--- src/rtl/wiper_pkg.sv ---
package wiper_pkg;

    typedef enum logic [1:0] {
        ST_RECALL  = 2'd0,
        ST_STANDBY = 2'd1,
        ST_ACTIVE  = 2'd2,
        ST_STORE   = 2'd3
    } wstate_e;

endpackage

--- src/rtl/wiper_sync.sv ---
module wiper_sync #(
    parameter int          W       = 3,
    parameter logic [W-1:0] RST_VAL = '1
) (
    input  logic         clk,
    input  logic         rst_n,
    input  logic [W-1:0] d_i,
    output logic [W-1:0] q_o
);

    logic [W-1:0] meta_q;
    logic [W-1:0] sync_q;

    // Two-flop synchroniser, one lane per pin.
    for (genvar g = 0; g < W; g++) begin : g_lane
        always_ff @(posedge clk or negedge rst_n) begin
            if (!rst_n) begin
                meta_q[g] <= RST_VAL[g];
                sync_q[g] <= RST_VAL[g];
            end else begin
                meta_q[g] <= d_i[g];
                sync_q[g] <= meta_q[g];
            end
        end
    end

    assign q_o = sync_q;

endmodule

--- src/rtl/wiper_nvstore.sv ---
module wiper_nvstore #(
    parameter int PW           = 7,
    parameter int NV_INIT      = 50,
    parameter int STORE_CYCLES = 500000
) (
    input  logic          clk,
    input  logic          rst_n,
    input  logic          start_i,
    input  logic [PW-1:0] wr_data_i,
    output logic [PW-1:0] nv_data_o,
    output logic          done_o
);

    localparam int          CW   = $clog2(STORE_CYCLES + 1);
    localparam logic [CW-1:0] LAST = CW'(STORE_CYCLES - 1);

    // Saved copy: not cleared by reset, so it survives a power cycle.
    logic [PW-1:0] nv_q = PW'(NV_INIT);
    logic [CW-1:0] cnt_q;
    logic          run_q;

    always_ff @(posedge clk) begin
        if (start_i) begin
            nv_q <= wr_data_i;
        end
    end

    always_ff @(posedge clk or negedge rst_n) begin
        if (!rst_n) begin
            run_q <= 1'b0;
            cnt_q <= '0;
        end else if (start_i) begin
            run_q <= 1'b1;
            cnt_q <= '0;
        end else if (run_q) begin
            if (cnt_q == LAST) begin
                run_q <= 1'b0;
            end else begin
                cnt_q <= cnt_q + 1'b1;
            end
        end
    end

    assign nv_data_o = nv_q;
    assign done_o    = run_q && (cnt_q == LAST);

    // a write request lands in the saved copy on the next edge.
    a_r5_write_captured: assert property (@(posedge clk) disable iff (!rst_n)
        start_i |=> (nv_data_o == $past(wr_data_i)));

    // the timer never completes on the cycle it is started.
    a_r5_no_instant_done: assert property (@(posedge clk) disable iff (!rst_n)
        start_i |=> (run_q && cnt_q == '0));

endmodule

--- src/rtl/wiper_decode.sv ---
module wiper_decode #(
    parameter int TAPS = 100,
    parameter int PW   = 7
) (
    input  logic [PW-1:0]   pos_i,
    output logic [TAPS-1:0] tap_o
);

    for (genvar t = 0; t < TAPS; t++) begin : g_tap
        assign tap_o[t] = (pos_i == PW'(t));
    end

endmodule

--- src/rtl/wiper_ctl.sv ---
module wiper_ctl
    import wiper_pkg::*;
#(
    parameter int TAPS         = 100,
    parameter int NV_INIT      = TAPS / 2,
    parameter int STORE_CYCLES = 500000
) (
    input  logic            clk,
    input  logic            rst_n,
    input  logic            sel_n_i,
    input  logic            dir_up_i,
    input  logic            step_n_i,
    output logic [TAPS-1:0] tap_o,
    output logic            busy_o,
    output logic            standby_o
);

    localparam int          PW  = $clog2(TAPS);
    localparam logic [PW-1:0] TOP = PW'(TAPS - 1);

    wstate_e       st_q, st_nxt;
    logic [PW-1:0] pos_q;
    logic [2:0]    pins_s;
    logic          sel_s, up_s, stb_s, stb_d;
    logic          stb_fall;
    logic          store_go, load_go, step_go, store_done;
    logic [PW-1:0] nv_data;

    // Pins: {select, direction, strobe}; idle levels are select high, strobe high.
    wiper_sync #(.W(3), .RST_VAL(3'b101)) u_sync (
        .clk   (clk),
        .rst_n (rst_n),
        .d_i   ({sel_n_i, dir_up_i, step_n_i}),
        .q_o   (pins_s)
    );

    assign sel_s = pins_s[2];
    assign up_s  = pins_s[1];
    assign stb_s = pins_s[0];

    always_ff @(posedge clk or negedge rst_n) begin
        if (!rst_n) begin
            stb_d <= 1'b1;
        end else begin
            stb_d <= stb_s;
        end
    end

    assign stb_fall = stb_d && !stb_s;

    // State register.
    always_ff @(posedge clk or negedge rst_n) begin
        if (!rst_n) begin
            st_q <= ST_RECALL;
        end else begin
            st_q <= st_nxt;
        end
    end

    // Next-state logic.
    always_comb begin
        st_nxt = st_q;
        unique case (st_q)
            ST_RECALL:  st_nxt = ST_STANDBY;
            ST_STANDBY: if (!sel_s) st_nxt = ST_ACTIVE;
            ST_ACTIVE:  if (sel_s)  st_nxt = stb_s ? ST_STORE : ST_STANDBY;
            ST_STORE:   if (store_done) st_nxt = ST_STANDBY;
            default:    st_nxt = ST_RECALL;
        endcase
    end

    // Outputs and per-state strobes.
    always_comb begin
        busy_o    = (st_q == ST_STORE);
        standby_o = (st_q == ST_STANDBY);
        load_go   = (st_q == ST_RECALL);
        store_go  = (st_q == ST_ACTIVE) && sel_s && stb_s;
        step_go   = (st_q == ST_ACTIVE) && !sel_s && stb_fall;
    end

    // Saturating position counter.
    always_ff @(posedge clk or negedge rst_n) begin
        if (!rst_n) begin
            pos_q <= '0;
        end else if (load_go) begin
            pos_q <= nv_data;
        end else if (step_go) begin
            if (up_s && pos_q != TOP) begin
                pos_q <= pos_q + 1'b1;
            end else if (!up_s && pos_q != '0) begin
                pos_q <= pos_q - 1'b1;
            end
        end
    end

    wiper_nvstore #(
        .PW           (PW),
        .NV_INIT      (NV_INIT),
        .STORE_CYCLES (STORE_CYCLES)
    ) u_nv (
        .clk       (clk),
        .rst_n     (rst_n),
        .start_i   (store_go),
        .wr_data_i (pos_q),
        .nv_data_o (nv_data),
        .done_o    (store_done)
    );

    wiper_decode #(.TAPS(TAPS), .PW(PW)) u_dec (
        .pos_i (pos_q),
        .tap_o (tap_o)
    );

    // the counter never leaves the tap range.
    a_r3_in_range: assert property (@(posedge clk) disable iff (!rst_n)
        pos_q <= TOP);

    // no wrap at either end.
    a_r3_hold_top: assert property (@(posedge clk) disable iff (!rst_n)
        (st_q != ST_RECALL && pos_q == TOP && up_s) |=> (pos_q == TOP));
    a_r3_hold_bottom: assert property (@(posedge clk) disable iff (!rst_n)
        (st_q != ST_RECALL && pos_q == '0 && !up_s) |=> (pos_q == '0));

    // no strobe edge while selected means no movement.
    a_r1_needs_edge: assert property (@(posedge clk) disable iff (!rst_n)
        (st_q != ST_RECALL && !(st_q == ST_ACTIVE && stb_fall)) |=> $stable(pos_q));

    // decoded bus is one-hot at the counter's index.
    a_r4_onehot: assert property (@(posedge clk) disable iff (!rst_n)
        ($countones(tap_o) == 1) && tap_o[pos_q]);

    // release with strobe low never starts a write.
    a_r6_no_write: assert property (@(posedge clk) disable iff (!rst_n)
        (st_q == ST_ACTIVE && sel_s && !stb_s) |=> (!busy_o && standby_o));

    // position frozen while a write runs.
    a_r7_busy_frozen: assert property (@(posedge clk) disable iff (!rst_n)
        busy_o |=> $stable(pos_q));

endmodule

--- config.mk ---
export PLATFORM = sky130hd
export DESIGN_NAME = wiper_ctl
export DESIGN_NICKNAME = d
export VERILOG_FILES = /design/src/rtl/wiper_pkg.sv /design/src/rtl/wiper_sync.sv /design/src/rtl/wiper_nvstore.sv /design/src/rtl/wiper_decode.sv /design/src/rtl/wiper_ctl.sv
export SDC_FILE = /design/constraint.sdc
export NUM_CORES = 1
export LEC_CHECK = 0
export ABC_AREA = 1
export BUFFER_PORTS_ARGS = -buffer_cell sky130_fd_sc_hd__buf_4
export CAP_MARGIN = 30
export CORE_ASPECT_RATIO = 1.4
export CORE_MARGIN = 4
export CORE_UTILIZATION = 40
export CTS_CLUSTER_DIAMETER = 150
export CTS_CLUSTER_SIZE = 8
export DETAILED_ROUTE_END_ITERATION = 12
export HOLD_SLACK_MARGIN = 0.1
export PLACE_DENSITY = 0.68
export SYNTH_ARGS = -nofsm -noshare
export SYNTH_HDL_FRONTEND = slang
export SYNTH_SLANG_ARGS = --single-unit
--- constraint.sdc ---
create_clock -name clk -period 1.63 [get_ports clk]
set_clock_uncertainty 0.05 [all_clocks]
set_input_delay 0.2445 -clock clk [delete_from_list [all_inputs] [get_ports clk]]
set_output_delay 0.2445 -clock clk [all_outputs]
set_load 0.005 [all_outputs]
After elaboration in Yosys (flattened, before gate mapping)
Index checks and enable logic that the tools add are counted.
W data, S select, Z words.
{"block": "classes", "n_div": 0, "reduce_logical": 20, "mux": 15, "mul": 0, "addsub": 3, "n_shift": 0, "n_lt_le_gt_ge": 0, "n_bitwise": 0, "n_eq_ne": 108}
{"cell": "$eq A7 B7 Y1 const B", "count": 36}
{"cell": "$eq A7 B6 Y1 const B", "count": 32}
{"cell": "$eq A7 B5 Y1 const B", "count": 16}
{"cell": "$mux W19", "count": 3}
{"cell": "$eq A7 B4 Y1 const B", "count": 8}
{"cell": "$eq A7 B3 Y1 const B", "count": 4}
{"cell": "$mux W7", "count": 4}
{"cell": "$add A19 B1 Y19 const B", "count": 1}
{"cell": "$eq A19 B19 Y1 const B", "count": 1}
{"cell": "$eq A7 B2 Y1 const B", "count": 2}
{"cell": "$logic_and A1 B1 Y1", "count": 8}
{"cell": "$mux W2", "count": 4}
{"cell": "$pmux W2 S4", "count": 1}
{"cell": "$add A7 B1 Y7 const B", "count": 1}
{"cell": "$eq A7 B1 Y1 const B", "count": 1}
{"cell": "$logic_not A7 Y1", "count": 1}
{"cell": "$ne A7 B7 Y1 const B", "count": 1}
{"cell": "$reduce_bool A7 Y1", "count": 1}
{"cell": "$sub A7 B1 Y7 const B", "count": 1}
{"cell": "$eq A2 B2 Y1 const B", "count": 2}
{"cell": "$ne A2 B1 Y1 const B", "count": 2}
{"cell": "$ne A2 B2 Y1 const B", "count": 2}
{"cell": "$reduce_and A2 Y1", "count": 2}
{"cell": "$reduce_bool A2 Y1", "count": 2}
{"cell": "6 further kinds", "count": 10}
{"block": "word_totals", "n_memories": 0, "latchBits": 0, "register_bits": 43, "elab_cells": 158, "mem_bits_rw": 0, "inputBits": 5, "out_inout_bits": 102, "mem_bits_ro": 0}

Longest topological paths before layout
Gate-level depths: netlist (run 1).
{"block": "depth", "depth_word": 6, "depth_mapped": 12, "ltp_nobuf": 11}

Cells and area by module
From an unflattened synthesis (run 1), not the netlist that was laid out.
{"block": "hier_totals", "cells_unflattened": 505, "area_unflattened_um2": 3256.9}
{"module": "wiper_nvstore", "area_per_inst_um2": 1595.3, "cells_each": 213, "n_inst": 1, "seq_area_each_um2": 710.7}
{"module": "wiper_ctl", "area_per_inst_um2": 932.1, "cells_each": 140, "n_inst": 1, "seq_area_each_um2": 251.5}
{"module": "wiper_decode", "area_per_inst_um2": 574.3, "cells_each": 146, "n_inst": 1, "seq_area_each_um2": 0.0}
{"module": "wiper_sync", "area_per_inst_um2": 155.1, "cells_each": 6, "n_inst": 1, "seq_area_each_um2": 155.1}

Worst setup path after synthesis (run 1)
No wires, ideal clock.
{"block": "synth_path", "path_kind": "reg-to-reg", "startpoint": "register st_q[0]", "endpoint": "register u_nv.cnt_q[17]", "path_stages_with_launch": 9, "setup_time_ns": 0.119, "path_buffers": 1, "t_arrival_ns": 1.567, "setup_slack_ns": -0.106, "period_less_slack_ns": 1.736, "t_required_ns": 1.461, "cell_sequence": "dfrtp_1 -> inv_1 -> ha_1 -> nand2_1 -> nor2_4 -> inv_1 -> buf_1 -> nand4_1 -> nand2_1"}
{"block": "synth_via", "elab_chain_cells": 5, "word_cells_on_any_way": 7, "classes_between": "eq/ne (2); mux (1); reduce/logical (4)"}
{"item": "start: declaration", "line_no": "wiper_ctl.sv:21", "text": "wstate_e st_q, st_nxt;"}
{"item": "start signal: assignment", "line_no": "wiper_ctl.sv:56", "text": "st_q <= st_nxt;"}
{"item": "$eq A2 B2 Y1 (*)", "line_no": "wiper_ctl.sv:77", "text": "store_go = (st_q == ST_ACTIVE) && sel_s && stb_s;"}
{"item": "$logic_and A1 B1 Y1 (*) (2 in series)", "line_no": "wiper_ctl.sv:77"}
{"item": "$ne A2 B2 Y1 (no source line) / $reduce_bool A2 Y1 (equally long branches)"}
{"item": "$reduce_and A2 Y1 (no source line)"}
{"item": "end signal: assignment", "line_no": "wiper_nvstore.sv:39", "text": "cnt_q <= cnt_q + 1'b1;"}
{"item": "end: declaration", "line_no": "wiper_nvstore.sv:19", "text": "logic [CW-1:0] cnt_q;"}
Every way passes the cells marked *; elsewhere a longest branch is shown, timed or not.
A chain may end at the register's enable or synchronous reset.

Worst setup path after layout (run 1)
{"block": "layout_path", "startpoint": "register pos_q[1]", "endpoint": "output tap_o[80]"}
{"block": "layout_via", "elab_chain_cells": 1}
{"item": "start: declaration", "line_no": "wiper_ctl.sv:22", "text": "logic [PW-1:0] pos_q;"}
{"item": "start signal: assignment", "line_no": "wiper_ctl.sv:86", "text": "pos_q <= nv_data;"}
{"item": "start signal: assignment", "line_no": "wiper_ctl.sv:89", "text": "pos_q <= pos_q + 1'b1;"}
{"item": "start signal: assignment", "line_no": "wiper_ctl.sv:91", "text": "pos_q <= pos_q - 1'b1;"}
{"item": "$eq A7 B7 Y1", "line_no": "wiper_decode.sv:10", "text": "assign tap_o[t] = (pos_i == PW'(t));"}
{"item": "end: declaration", "line_no": "wiper_ctl.sv:13", "text": "output logic [TAPS-1:0] tap_o,"}
No other way between the ends.

==> impl_metrics.ini, run 1 <==
[critical_path]
end_kind = output port
critPathRequiredTime_ps = 1340
worstSetupStartpointType = flip-flop
worstPathMaxFanout = 5
crit_type = reg -> out
r2r_setup_slack_ps = -230
worst_path_arrival_ps = 1670

[global_routing]
grt_max_degree = 37
globalRoute.totalOverflow = 0
grt_first_pass_wirelength_mm = 17.93
busiest_layer = met2
grt_pass1_vias = 3851
gr-usage-met3_pct = 6.720
grt_use_total_pct = 23.02
grt_antenna_before_repair = 0
groute.layer.met2.usage_pct = 44.49
globalRouteMet1Util_pct = 21.05

[cells_and_area]
antennaDiodeCount = 0
area_growth_syn_to_layout_pct = 86.39
layout_common_cells = sky130_fd_sc_hd__buf_4 (126), sky130_fd_sc_hd__nand2_1 (115), sky130_fd_sc_hd__nor2_1 (57), sky130_fd_sc_hd__nor2_2 (49), sky130_fd_sc_hd__buf_6 (48)
design_area_um2 = 5944
layout.nets = 690
leading_cell_type_in_the_layout_fill_and_taps_excluded = sky130_fd_sc_hd__buf_4
drive_gt1_share_pct = 54.52
layoutNonFillerInstCount = 775

[clock_network]
cts_root_buf = sky130_fd_sc_hd__clkbuf_8
cts_max_path_buffers = 2
numClockSinks = 43
worst_skew_pair.late_latency_ps = 290
cts-buffers-inserted = 5
clkTransAtPathRegs_ps = 70
cts_tree = done
htreeDepth = 2

[power]
vdd_drop_max_mv = 0.8324
power.leakage_nw = 2.630
finalPower_mw = 8.382
p_per_area_nw_per_um2 = 1410

[timing]
timing_max_transition_violations_final = 0
timing_hold_violations_final = 0
max_slew_margin_pct = 69.25
timing.fmax_ghz = 0.5087
fin_hold_ws_ps = 309.2
tightest_slew_ps = 461.2
finalSetupViolCount = 126
fin_crit_ps = 1966
grt_setup_unrepaired = yes
final.setup.worst_slack_ps = -335.8
final_min_period_over_clock_period_pct = 120.6

[run_status]
violations = setup timing
run_status = complete, but fails checks

[job]
number_of_maximum_capacitance_violations = 0

[synth]
synth.cell_area_um2 = 3189
synth.net_count = 505
post_synth_num_cell_types = 28
yosysSeqAreaShare_pct = 35.03
yosysWarningCount = 0
synth_seq_cells = 43
post_synth_inst_count = 489
synthesis.area_per_instance_um2 = 6.522

[die]
floorplan.die.height_um = 113.7
io-pin-count = 107
die_area_um2 = 9486
placementRows = 38
die_width_um = 83.47
initial_core_util_pct = 41.15
placeableCoreArea_um2 = 7750

[route]
detail_route.wl_per_cell_um = 19.19
number_of_optimization_iterations_in_the_first_detailed_route_pass = 5
route.detailed.drc = 0
finalWirelength_mm = 14.87
route.detailed.vias_per_inst = 5.533
antenna_left = 0
drt_iter0_markers = 368
dr_total_vias = 4288

[placed_design]
dp_hpwl_mm = 8.053
place.port_buffers = 106
post_dp_cell_area_um2 = 4402
placement.setup.worst_slack_ps = -13.18
dpl.cell_count = 728
gp_congestion = 0.9681

[hold_path]
worstHoldPathType = reg -> reg
==> critical path, cell delays in order, from the launching register on <==
cell and delay, ps:
sky130_fd_sc_hd__dfrtp_1 440, sky130_fd_sc_hd__inv_2 150, sky130_fd_sc_hd__ha_4 170, sky130_fd_sc_hd__inv_2 60, sky130_fd_sc_hd__nor2_4 110, sky130_fd_sc_hd__inv_2 70, sky130_fd_sc_hd__buf_6 150, sky130_fd_sc_hd__nor2_2 100
sky130_fd_sc_hd__buf_4 130
==> final timing paths <==
| kind | endpoint | startpoint | depth (start not counted) |
|---|---|---|---|
| max | tap_o[80] | pos_q[1]$_DFFE_PN0P_ | 8 |
| min | u_sync.q_o[0]$_DFF_PN1_ | u_sync.meta_q[0]$_DFF_PN1_ | 0 |
| max reg2reg | pos_q[6]$_DFFE_PN0P_ | pos_q[1]$_DFFE_PN0P_ | 12 |
| min reg2reg | u_sync.q_o[0]$_DFF_PN1_ | u_sync.meta_q[0]$_DFF_PN1_ | 0 |
| max in group asynchronous | pos_q[2]$_DFFE_PN0P_ | rst_n | 2 |
| min in group asynchronous | u_nv.cnt_q[14]$_DFFE_PN0P_ | rst_n | 2 |
==> what timing repair did <==
item | in CTS | in global routing
pin swaps | 15 | 81
hold buffers | 4 | 0
setup endpoints to repair | 100 | 126
gates cloned | 4 | 4
hold endpoints to repair | 34 | 0
resized for setup | 102 | 206
setup buffers | 13 | 15
==> layout make-up <==
class	count	area, um^2
clock buffers	7	86.33
clock inverters	1	5.005
fillers	486	1805
inverters	43	183.9
multi-input cells	391	2658
flip-flops and latches	43	1125
well taps	100	125.1
repair buffers	190	1762
==> registers in the layout (all words and copies together), names as in the netlist <==
register        cells
u_nv.nv_data_o      7
pos_q               7
u_nv.cnt_q         19
stb_d               1
u_sync.meta_q       3
st_q                2
u_sync.q_o          3
u_nv.run_q          1
==> cell families (layout without fill, tap and decap cells) <==
| family | after synthesis | in the layout | share of synthesized area [%] |
|---|---|---|---|
| compound gates | 9 | 9 | 1.569 |
| flops | 43 | 43 | 35.03 |
| buf+inv | 57 | 241 | 7.375 |
| simple gates | 352 | 354 | 47.04 |
| xor+xnor | 17 | 17 | 4.669 |
| fa+ha+maj | 11 | 11 | 4.315 |
==> cell usage after synthesis, drive strengths merged <==
master / n / share of area [%]
inv: 43 / 5.1
xnor2: 2 / 0.55
nand4: 12 / 2.4
nand3: 50 / 7.8
buf: 8 / 1.6
ha: 11 / 4.3
dfrtp: 31 / 24
xor2: 15 / 4.1
clkbuf: 6 / 0.71
nand2: 138 / 17
edfxtp: 7 / 6.6
a21boi: 1 / 0.24
nor3b: 1 / 0.24
o21ai: 7 / 1.1
dfstp: 5 / 4.1
nor3: 1 / 0.16
o21a: 1 / 0.24
nor2: 150 / 19
==> routing by layer <==
| metal | vias to the layer above | part of all wire, % | wire length [um] |
|---|---|---|---|
| li1 | 1909 | - | - |
| met1 | 2028 | 34 | 5049 |
| met2 | 272 | 52 | 7747 |
| met3 | 79 | 7.4 | 1107 |
| met4 | 0 | 6.5 | 964 |
| met5 | - | 0 | 0 |
==> metrics by stage <==
step | utilization [%] | TNS [ps]
after floorplan | - | 0
after global placement | 56.80 | 0
after detailed placement | 56.80 | -13.18
after CTS | 65.00 | -11020
after global routing | 76.70 | -31720
final | 76.70 | -24160
==> power breakdown <==
part,switching [mW],internal (mW),total (mW)
clock,0.331,0.341,0.672
combinational,3.63,2.47,6.10
sequential,0.272,1.34,1.61
total,4.23,4.15,8.38
Power figures use the tool's default switching activity.
==> run 2, diff against run 1 <==
CORE_ASPECT_RATIO = 1.25   (was 1.4)
CORE_MARGIN = unset   (was 4)
SKIP_CTS_REPAIR_TIMING = 1   (was unset)
==> impl_metrics.ini, run 2 (synthesis gave the netlist of run 1 again) <==
[hold_path]
worstHoldPathType = reg -> reg
holdPathStages = 0
min_from = u_sync.meta_q[2]$_DFF_PN1_
min_to = u_sync.q_o[2]$_DFF_PN1_

[timing]
finalSetupViolCount = 116
fin_crit_ps = 1962
final.setup.worst_slack_ps = -332.0
tightest_slew_ps = 452.7
fin_hold_ws_ps = 307.3
final_min_period_over_clock_period_pct = 120.4
max_slew_margin_pct = 69.82
tns_ps = -20130
timing_hold_violations_final = 0
grt_setup_unrepaired = yes
timing_max_transition_violations_final = 0
timing.fmax_ghz = 0.5097

[clock_network]
cts_root_buf = sky130_fd_sc_hd__clkbuf_8
htreeDepth = 2
clkTransAtPathRegs_ps = 80
cts_max_path_buffers = 2
cts_tree = done
cts-buffers-inserted = 5
numClockSinks = 43
worst_skew_pair.late_latency_ps = 290

[critical_path]
worstSetupStartpoint = pos_q[4]$_DFFE_PN0P_
crit_path_cell_trace = inv_4 -> nand2_2 -> nor2_4 -> inv_6 -> nor2_1 -> buf_4
end_kind = output port
launch_point_of_the_worst_reg_to_reg_path = pos_q[4]$_DFFE_PN0P_
r2r_setup_slack_ps = -100
crit_type = reg -> out
critical_register_to_register_path_endpoint = pos_q[0]$_DFFE_PN0P_
reg2reg_depth = 10
worstPathMaxFanout = 15
worst_path_arrival_ps = 1670
timing.critical_path.slowest_cell_delay_ps = 490
crit_slowest_cell = sky130_fd_sc_hd__dfrtp_2
critPathRequiredTime_ps = 1340
worstSetupStartpointType = flip-flop

[route]
number_of_optimization_iterations_in_the_first_detailed_route_pass = 5
finalWirelength_mm = 13.43
dr_total_vias = 4128
route.detailed.drc = 0
drt_iter0_markers = 213
antenna_left = 0
route.detailed.vias_per_inst = 5.382
detail_route.wl_per_cell_um = 17.50

[global_routing]
globalRoute.totalOverflow = 0
grt_first_pass_wirelength_mm = 14.83
grt_max_degree = 37
grt_antenna_before_repair = 0
grt_pass1_vias = 3163
grt_use_total_pct = 23.15

[die]
initial_core_util_pct = 41.17
floorplan.die.height_um = 101.8
io-pin-count = 107
die_area_um2 = 8337
die_width_um = 81.87
placementRows = 36
placeableCoreArea_um2 = 7747

[placed_design]
place.port_buffers = 106
post_dp_cell_area_um2 = 4446
gp_congestion = 0.9482
dp_hpwl_mm = 7.714
dpl.cell_count = 728

[power]
vdd_drop_max_mv = 0.9088
p_per_area_nw_per_um2 = 1386
power.leakage_nw = 2.609

[run_status]
violations = setup timing
run_status = complete, but fails checks

[cells_and_area]
design_area_um2 = 5710
fill_cells = 530
layout.nets = 687
layout_common_cells = sky130_fd_sc_hd__buf_4 (132), sky130_fd_sc_hd__nand2_1 (113), sky130_fd_sc_hd__nor2_1 (81), sky130_fd_sc_hd__buf_6 (40), sky130_fd_sc_hd__nor2_4 (38)
antennaDiodeCount = 0
regMostFlops = u_nv.cnt_q
drive_gt1_share_pct = 50.45
layoutNonFillerInstCount = 767
leading_cell_type_in_the_layout_fill_and_taps_excluded = sky130_fd_sc_hd__buf_4
area_growth_syn_to_layout_pct = 79.05
largest_reg_flops = 19

[job]
number_of_maximum_capacitance_violations = 0
run 2: final cells by class:
cell class,count,area [um^2],share of cell area (%)
multi-input combinational,390,2481,43.45
timing repair buffer,188,1712,29.97
sequential,43,1129,19.76
tap,95,118.9,2.082
inverter,43,186.4,3.265
clock inverter,2,11.26,0.1972
clock buffer,6,72.57,1.271
run 2: worst max-delay path by stage:
stage | end | slack [ps] | depth (start not counted)
final | tap_o[11] | -330 | 6
after global routing | tap_o[91] | -370 | 5
after CTS | tap_o[95] | -370 | 5
after detailed placement | pos_q[0]$_DFFE_PN0P_ | -60 | 11
after global placement | tap_o[95] | -20 | 5
after floorplan | u_nv.cnt_q[17]$_DFFE_PN0P_ | 7 | 8
run 2: critical path: cells and delay by family, from the launching register on:
| family | cells | cell delay, ps |
|---|---|---|
| buf+inv | 3 | 400 |
| flops | 1 | 490 |
| simple gates | 3 | 500 |
run 2: layer usage:
layer	vias up	global-route usage [%]	routed length [um]	part of all wire, %
li1	1891	-	-	-
met1	1930	25.92	4570	34
met2	239	43.74	6865	51
met5	-	0	0	0
met4	0	6.208	772	5.8
met3	68	4.375	1216	9.1
run 2: metrics by stage:
step,setup WS (ps),utilization (%),total power [mW]
after floorplan,7.475,-,3.468
after global placement,-21.25,57.38,4.794
after detailed placement,-59.96,57.38,4.857
after CTS,-373.1,58.46,5.523
after global routing,-369.9,73.71,8.306
final,-332.0,73.71,7.913
run 2: where the power goes:
| group | leakage, nW | switching (mW) | internal (mW) |
|---|---|---|---|
| combinational | 2.06 | 3.22 | 2.38 |
| sequential | 0.507 | 0.309 | 1.34 |
| clock | 0.0455 | 0.357 | 0.301 |
